--- src/rtl/bsu_pkg.sv ---
package bsu_pkg;

    localparam int BYTE_W   = 8;
    localparam int FLAG_W   = 4;
    localparam logic [2:0] MEM_CODE = 3'd6;

    typedef enum logic [1:0] {
        CLS_SHIFT = 2'd0,
        CLS_TEST  = 2'd1,
        CLS_CLEAR = 2'd2,
        CLS_SET   = 2'd3
    } op_class_e;

    typedef enum logic [2:0] {
        SK_RLC  = 3'd0,
        SK_RRC  = 3'd1,
        SK_RL   = 3'd2,
        SK_RR   = 3'd3,
        SK_SLA  = 3'd4,
        SK_SRA  = 3'd5,
        SK_SWAP = 3'd6,
        SK_SRL  = 3'd7
    } shift_kind_e;

    typedef enum logic [2:0] {
        ST_IDLE, ST_LOAD, ST_EXEC, ST_STORE, ST_STALL, ST_DONE
    } seq_state_e;

    typedef struct packed {
        logic z;
        logic n;
        logic h;
        logic c;
    } flags_t;

    typedef struct packed {
        op_class_e  cls;
        logic [2:0] sel;
        logic [2:0] reg_code;
        logic       acc_mode;
        logic       use_mem;
    } op_t;

    typedef struct packed {
        logic [BYTE_W-1:0] value;
        logic              write;
        flags_t            flags;
        logic              flags_we;
    } exec_t;

    // Returns {carry_out, value_out}
    function automatic logic [BYTE_W:0] shift_byte(
        input shift_kind_e kind,
        input logic [BYTE_W-1:0] v,
        input logic cin
    );
        logic [BYTE_W:0] r;
        case (kind)
            SK_RLC:  r = {v[7], v[6:0], v[7]};
            SK_RRC:  r = {v[0], v[0], v[7:1]};
            SK_RL:   r = {v[7], v[6:0], cin};
            SK_RR:   r = {v[0], cin, v[7:1]};
            SK_SLA:  r = {v[7], v[6:0], 1'b0};
            SK_SRA:  r = {v[0], v[7], v[7:1]};
            SK_SWAP: r = {1'b0, v[3:0], v[7:4]};
            default: r = {v[0], 1'b0, v[7:1]};
        endcase
        return r;
    endfunction

endpackage

--- src/rtl/bsu_decode.sv ---
module bsu_decode
    import bsu_pkg::*;
(
    input  logic              prefixed,
    input  logic [BYTE_W-1:0] opcode,
    output op_t               op
);
    always_comb begin
        op.reg_code = opcode[2:0];
        if (prefixed) begin
            op.cls      = op_class_e'(opcode[7:6]);
            op.sel      = opcode[5:3];
            op.acc_mode = 1'b0;
            op.use_mem  = (opcode[2:0] == MEM_CODE);
        end else begin
            op.cls      = CLS_SHIFT;
            op.sel      = {1'b0, opcode[4:3]};
            op.acc_mode = 1'b1;
            op.use_mem  = 1'b0;
        end
    end
endmodule

--- src/rtl/bsu_alu.sv ---
module bsu_alu
    import bsu_pkg::*;
(
    input  op_t               op,
    input  logic [BYTE_W-1:0] operand,
    input  flags_t            fin,
    output exec_t             res
);
    logic [BYTE_W:0]   shifted;
    logic [BYTE_W-1:0] bit_mask;

    assign shifted  = shift_byte(shift_kind_e'(op.sel), operand, fin.c);
    assign bit_mask = {{(BYTE_W-1){1'b0}}, 1'b1} << op.sel;

    always_comb begin
        res.value    = operand;
        res.write    = 1'b1;
        res.flags    = fin;
        res.flags_we = 1'b0;
        case (op.cls)
            CLS_SHIFT: begin
                res.value    = shifted[BYTE_W-1:0];
                res.flags_we = 1'b1;
                res.flags.z  = !op.acc_mode && (shifted[BYTE_W-1:0] == '0);
                res.flags.n  = 1'b0;
                res.flags.h  = 1'b0;
                res.flags.c  = shifted[BYTE_W];
            end
            CLS_TEST: begin
                res.write    = 1'b0;
                res.flags_we = 1'b1;
                res.flags.z  = (operand & bit_mask) == '0;
                res.flags.n  = 1'b0;
                res.flags.h  = 1'b1;
            end
            CLS_CLEAR: res.value = operand & ~bit_mask;
            default:   res.value = operand | bit_mask;
        endcase
    end
endmodule

--- src/rtl/bsu_ctrl.sv ---
module bsu_ctrl
    import bsu_pkg::*;
(
    input  logic clk,
    input  logic rst,
    input  logic start,
    input  logic use_mem,
    input  logic is_test,
    output logic accept,
    output logic busy,
    output logic load_phase,
    output logic exec_phase,
    output logic store_phase,
    output logic done
);
    seq_state_e state, nxt;

    assign accept      = start && (state == ST_IDLE);
    assign busy        = (state != ST_IDLE);
    assign load_phase  = (state == ST_LOAD);
    assign exec_phase  = (state == ST_EXEC);
    assign store_phase = (state == ST_STORE);
    assign done        = (state == ST_DONE);

    always_comb begin
        nxt = state;
        case (state)
            ST_IDLE:  if (start) nxt = use_mem ? ST_LOAD : ST_DONE;
            ST_LOAD:  nxt = ST_EXEC;
            ST_EXEC:  nxt = is_test ? ST_STALL : ST_STORE;
            ST_STORE: nxt = ST_DONE;
            ST_STALL: nxt = ST_DONE;
            default:  nxt = ST_IDLE;
        endcase
    end

    always_ff @(posedge clk) begin
        if (rst) state <= ST_IDLE;
        else     state <= nxt;
    end

    assert_load_then_exec_R8: assert property (@(posedge clk) disable iff (rst)
        (state == ST_LOAD) |=> (state == ST_EXEC));
    assert_exec_leaves_R8: assert property (@(posedge clk) disable iff (rst)
        (state == ST_EXEC) |=> (state == ST_STORE || state == ST_STALL));
endmodule

--- src/rtl/bit_shift_unit.sv ---
module bit_shift_unit
    import bsu_pkg::*;
#(
    parameter int ADDR_W = 16
) (
    input  logic              clk,
    input  logic              rst,
    input  logic              start,
    input  logic              prefixed,
    input  logic [7:0]        opcode,
    input  logic [7:0]        reg_data,
    input  logic [ADDR_W-1:0] hl_addr,
    input  logic [3:0]        flags_in,
    output logic [ADDR_W-1:0] mem_addr,
    output logic              mem_rd,
    input  logic [7:0]        mem_rdata,
    output logic              mem_wr,
    output logic [7:0]        mem_wdata,
    output logic              busy,
    output logic              done,
    output logic [7:0]        result,
    output logic              reg_we,
    output logic [2:0]        reg_sel,
    output logic [3:0]        flags_out,
    output logic              flags_we
);
    op_t               op_dec, op_q, alu_op;
    flags_t            flags_q, alu_fl;
    logic [ADDR_W-1:0] addr_q;
    logic [BYTE_W-1:0] alu_in;
    exec_t             alu_out, res_q;
    logic              accept, exec_phase, load_phase, store_phase;

    bsu_decode u_dec (
        .prefixed (prefixed),
        .opcode   (opcode),
        .op       (op_dec)
    );

    bsu_ctrl u_ctrl (
        .clk         (clk),
        .rst         (rst),
        .start       (start),
        .use_mem     (op_dec.use_mem),
        .is_test     (op_q.cls == CLS_TEST),
        .accept      (accept),
        .busy        (busy),
        .load_phase  (load_phase),
        .exec_phase  (exec_phase),
        .store_phase (store_phase),
        .done        (done)
    );

    // One ALU: fed from the ports on a register request, from memory later
    assign alu_op = accept ? op_dec : op_q;
    assign alu_in = accept ? reg_data : mem_rdata;
    assign alu_fl = accept ? flags_t'(flags_in) : flags_q;

    bsu_alu u_alu (
        .op      (alu_op),
        .operand (alu_in),
        .fin     (alu_fl),
        .res     (alu_out)
    );

    always_ff @(posedge clk) begin
        if (rst) begin
            op_q    <= '0;
            flags_q <= '0;
            addr_q  <= '0;
            res_q   <= '0;
        end else begin
            if (accept) begin
                op_q    <= op_dec;
                flags_q <= flags_t'(flags_in);
                addr_q  <= hl_addr;
                if (!op_dec.use_mem) res_q <= alu_out;
            end else if (exec_phase) begin
                res_q <= alu_out;
            end
        end
    end

    assign mem_addr  = addr_q;
    assign mem_rd    = load_phase;
    assign mem_wr    = store_phase;
    assign mem_wdata = res_q.value;
    assign result    = res_q.value;
    assign reg_sel   = op_q.reg_code;
    assign reg_we    = done && res_q.write && !op_q.use_mem;
    assign flags_we  = done && res_q.flags_we;
    assign flags_out = res_q.flags;

    assert_rw_exclusive_R8: assert property (@(posedge clk) disable iff (rst)
        !(mem_rd && mem_wr));
    assert_done_single_R9: assert property (@(posedge clk) disable iff (rst)
        done |=> !done);
    assert_acc_zero_flag_R7: assert property (@(posedge clk) disable iff (rst)
        (done && op_q.acc_mode) |-> !flags_out[3]);
    assert_test_no_store_R5: assert property (@(posedge clk) disable iff (rst)
        (busy && op_q.cls == CLS_TEST) |-> !mem_wr);
    assert_bitforce_no_flags_R6: assert property (@(posedge clk) disable iff (rst)
        (done && (op_q.cls == CLS_CLEAR || op_q.cls == CLS_SET)) |-> !flags_we);
    assert_busy_holds_op_R10: assert property (@(posedge clk) disable iff (rst)
        (busy && start) |=> $stable(op_q));
endmodule

--- config.mk ---
export PLATFORM = sky130hd
export DESIGN_NAME = bit_shift_unit
export DESIGN_NICKNAME = d
export VERILOG_FILES = /design/src/rtl/bsu_pkg.sv /design/src/rtl/bsu_decode.sv /design/src/rtl/bsu_alu.sv /design/src/rtl/bsu_ctrl.sv /design/src/rtl/bit_shift_unit.sv
export SDC_FILE = /design/constraint.sdc
export NUM_CORES = 1
export LEC_CHECK = 0
export CORE_ASPECT_RATIO = 1.1
export CORE_MARGIN = 5
export CORE_UTILIZATION = 64
export CTS_CLUSTER_SIZE = 24
export DETAILED_ROUTE_END_ITERATION = 10
export DONT_BUFFER_PORTS = 1
export GPL_TIMING_DRIVEN = 0
export PLACE_DENSITY = 0.8
export SYNTH_ARGS = -nofsm -noshare
export SYNTH_HDL_FRONTEND = slang
export SYNTH_HIERARCHICAL = 1
export SYNTH_SLANG_ARGS = --single-unit
export TNS_END_PERCENT = 100
--- constraint.sdc ---
create_clock -name clk -period 4.17 [get_ports clk]
set_clock_uncertainty 0.2 [all_clocks]
set_input_delay 0.834 -clock clk [delete_from_list [all_inputs] [get_ports clk]]
set_output_delay 0.834 -clock clk [all_outputs]
set_load 0.005 [all_outputs]
==> run summary <==
The flow ran to the end, and the final reports show no timing, DRC or antenna violations. The cell total after placement was 395. In this run, post-CTS repair resized a total of 0 instances. The number of different library cells in the post-synthesis netlist is 50, and the static leakage is 1.34 nW. The total clock buffers created by CTS is 5, and the final standard cell area without fillers is 3200 um2.

The critical path contains buffers and inverters numbering 3 combined. The logs give 0.0496 for the met3 track demand over resource in global routing and 2377 for the via count. The first global-routing pass estimated 10.9 mm of wire.

After technology mapping, the gate count stands at 339. Across the run, the number of max-cap violations was 0. The slowest library cell on the worst path is mux2_2. The run gives 0 as the final number of hold-violating endpoints. Following the worst setup path forward leads to its endpoint at flags_out[3]$_SDFFE_PP0P_. The via count of the first global-routing pass is 2349, and the share of the synthesized area in the top cell type is 0.310.

The async set-reset flop share out of synthesis works out to 0. In this run the cell area measured after placement is 3100 um2. For this run, the detailed router's first-pass iteration total came to 4. The largest total area in the synthesized netlist belongs to dfxtp_1. The share of layout cells above drive strength 1 works out to 0.239. The I/O pin total is 93, and the final non-filler cell total is 403.

Number of DRC violations after detailed routing: 0. Setup repair after global routing left no endpoint under its margin. The power per cell area is 668 nW/um2, and the met2 usage in global routing is 0.388.

Data on the critical path is required at its endpoint by 4.20 ns. For this design, the CTS-stage hold fixing added 0 buffers. The run gives 5.19 mm as the placed wire-length estimate.

The total negative setup slack is 0 ns, and the largest fanout on the critical path is 10. The antenna diode count came out at 0. During synthesis, Yosys emitted a total of 6 warnings. In this run, synthesis inferred 0 flip-flops with an integrated enable.

Global routing finished with a remaining overflow of 0. The met1 layer usage reported by global route is 0.281. The total wire length after detailed routing came out at 6.75 mm. Launch point of the worst path: u_ctrl/state[0]$_SDFFE_PP0P_.

The instance count along the most critical hold path is 2, and the delay of the slowest cell on the worst path is 0.40 ns. The share of power burned in combinational logic is 0.558, and the net switching share of the total power is 0.392. STA classifies the critical path startpoint as a flip-flop. The number of antenna violations at the first check in global routing was 0; the net switching power of the design was 0.838 mW. The final count of pins violating max slew is 0. Clock tree synthesis selected as its root buffer the cell clkbuf_8.

Dividing the synthesized area by the synthesized cell count gives 8.95 um2. Setup violations remaining at the end of the flow were counted as 0. Buffers added to address setup during post-CTS repair amount to 0. In this run the remaining antenna-violating nets after routing total 0. Endpoint of the worst register-to-register path: flags_out[3]$_SDFFE_PP0P_. The detailed router finished its first iteration with 125 violations.

The overall fraction of global-route tracks in use is 0.224. For the worst-skew pair, the clock arrives at the later sink with an insertion delay of 0.30 ns. The sequential power share came out at 0.309. The tools report the initial standard-cell utilization of the core as 0.657. The wire length per cell after detailed routing works out to 16.8 um.

Traced cell by cell, the critical path runs through buf_6 > or3_1 > nor2_1 > buf_4 > buf_6 > mux2_2 > mux2_2 > a221oi_2 > o2111ai_1 > nor3_1 > a221o_1 > nand2b_1 > mux2i_1. In this run the worst hold path is classified as reg2reg. Routability-driven placement finished with a final weighted congestion of 0.929. The setup check on the worst reg-to-reg path leaves a slack of 0.61 ns. The critical path is of the reg2reg type. When the netlist entered floorplanning its net count stood at 387.

The clock sink total is 47, and the number of nets in the layout is 394. Internal power summed over all cells: 1.30 mW. Routing layer with the top usage in global route: met2. The clock-pin slew of the registers on the worst-case setup and hold paths is 0.08 ns.

For the pin with the worst max-slew slack, the measured transition is 0.434 ns. The most used flip-flop cell after synthesis is dfxtp_1. The share of the yosys chip area belonging to registers was 0.310. The ratio of final minimum period to clock period came out at 0.854.

The tools report the peak supply drop as 0.393 mV. The tools report the kind of end point of the critical path as a flip-flop. The count of input and output buffers came out at 0. Launch point of the worst reg-to-reg path: u_ctrl/state[0]$_SDFFE_PP0P_. Counting buffers and inverters, the worst setup path is 13 cells deep. Using the TritonRoute via totals, the vias-per-cell ratio works out to 5.90. In this run the deepest clock path goes through 2 buffers.

Sorting the synthesized cells by area gives the leading types as dfxtp_1 (31%), mux2i_1 (11%), mux2_2 (8.5%), buf_4 (7.7%), nand2b_1 (7.0%). The floorplan step set the die height to 82.2 um. The relative slew slack is 0.710, and the core box area is 4620 um2.

The relative contribution of the clock network to total power came out at 0.133. Data on the critical path arrives at its endpoint at 3.59 ns. In this run the number of H-tree levels came out at 2. The worst path in the final design needs a cycle of 3.56 ns, including I/O delays and setup. For the post-layout utilization of the core, the log shows 0.693. Summing every instance area after synthesis gives 3030 um2. In this run, synthesis produced a sequential element count of 47.

The floorplan has 26 rows. Entering global routing, the biggest net connects 15 pins. The depth of the worst register-to-register path is 13. Top cell family by delay on the critical path: simple AND/OR/NAND/NOR gates. TritonCTS built the clock tree. The width of the die was 75.7 um. For the highest achievable clock rate, the log shows 281 MHz.

The layout overhead on the synthesized area was 5.44%. The floorplan step defined a die boundary enclosing 6220 um2.
-- power by group through the flow --
stage | logic (mW) | clock network [mW] | registers, mW
6_report | 1.19 | 0.285 | 0.660
5_1_grt | 1.31 | 0.314 | 0.674
4_1_cts | 1.19 | 0.291 | 0.661
3_5_place_dp | 1.19 | 0 | 0.670
3_3_place_gp | 1.17 | 0 | 0.664
2_1_floorplan | 0.998 | 0 | 0.646
-- registers in the layout (all words and copies together) (netlist names) --
name,flops
mem_addr,16
op_q,7
flags_out,4
reg_sel,3
flags_q,4
u_ctrl/state,3
res_q,2
mem_wdata,8
-- cell usage after synthesis, drive strengths merged (3+ instances only) --
cell type,number
o31ai,3
and3,6
nor2b,17
nor3,5
nor2,30
buf,41
o211ai,14
nand2b,35
mux2,23
clkbuf,11
nand2,10
o21ai,10
mux2i,34
a21boi,5
nand3,5
and2,6
inv,6
dfxtp,47
o21a,4
-- how the worst min path moves through the flow --
stage / start / endpoint
2_1_floorplan: res_q[0]$_SDFFE_PP0P_ / res_q[0]$_SDFFE_PP0P_
3_3_place_gp: flags_out[1]$_SDFFE_PP0P_ / flags_out[1]$_SDFFE_PP0P_
3_5_place_dp: flags_out[2]$_SDFFE_PP0P_ / flags_out[2]$_SDFFE_PP0P_
4_1_cts: flags_out[2]$_SDFFE_PP0P_ / flags_out[2]$_SDFFE_PP0P_
5_1_grt: flags_out[0]$_SDFFE_PP0P_ / flags_out[0]$_SDFFE_PP0P_
6_report: flags_out[2]$_SDFFE_PP0P_ / flags_out[2]$_SDFFE_PP0P_
-- worst min-delay path: cells and delay by family, from the launching register on --
kind | cells | cell delay [ns]
mux | 1 | 0.06
simple gates | 1 | 0.07
flops | 1 | 0.32
-- cell usage in the layout (no fill, tap or decap), types with 3 or more instances in the layout --
cell      synthesis  final
and3_1            6      6
o211ai_1         14     14
inv_1             5      5
o21ai_0          10     10
a21boi_0          4      4
clkbuf_8          0      6
nand2_1          10     10
nand3_1           5      5
and2_2            3      3
nor2_1           30     30
mux2_2           23     23
and2_1            3      3
clkbuf_1         11     12
nor2b_1          17     17
buf_4            31     31
o21a_1            4      4
mux2i_1          33     33
o31ai_1           3      3
nor3_1            4      4
buf_2             4      4
dfxtp_1          47     47
nand2b_1         34     34
buf_6             6      6
-- metal layers --
layer / part of all wire / up-vias
met4: 0.010 / 0
li1: - / 1163
met1: 0.40 / 1092
met3: 0.090 / 10
met2: 0.50 / 112
met5: 0 / -
-- cells by family (layout without fill, tap and decap cells) --
kind of cell    Yosys count  in the layout  share of synthesized area
simple gates            125            125                      0.235
buf+inv                  59             67                      0.128
mux                      57             57                      0.202
compound gates           51             51                      0.125
flops                    47             47                      0.310
-- layout make-up --
class                   instances  area (um2)
well taps                      56        70.1
multi-input cells             233        1710
flip-flops and latches         47         941
plain buffers                  52         362
inverters                       7        26.3
clock inverters                 1        8.76
fillers                       405        1420
clock buffers                   7        86.3
-- stage by stage --
stage | power [mW] | hold slack, ns | setup WS, ns
floorplan | 1.64 | 0.247 | 0.967
global placement | 1.83 | 0.265 | 0.626
detailed placement | 1.86 | 0.278 | 0.615
CTS | 2.15 | 0.293 | 0.611
global route | 2.29 | 0.319 | 0.350
finish | 2.14 | 0.288 | 0.610
Power figures use the tool's default switching activity.
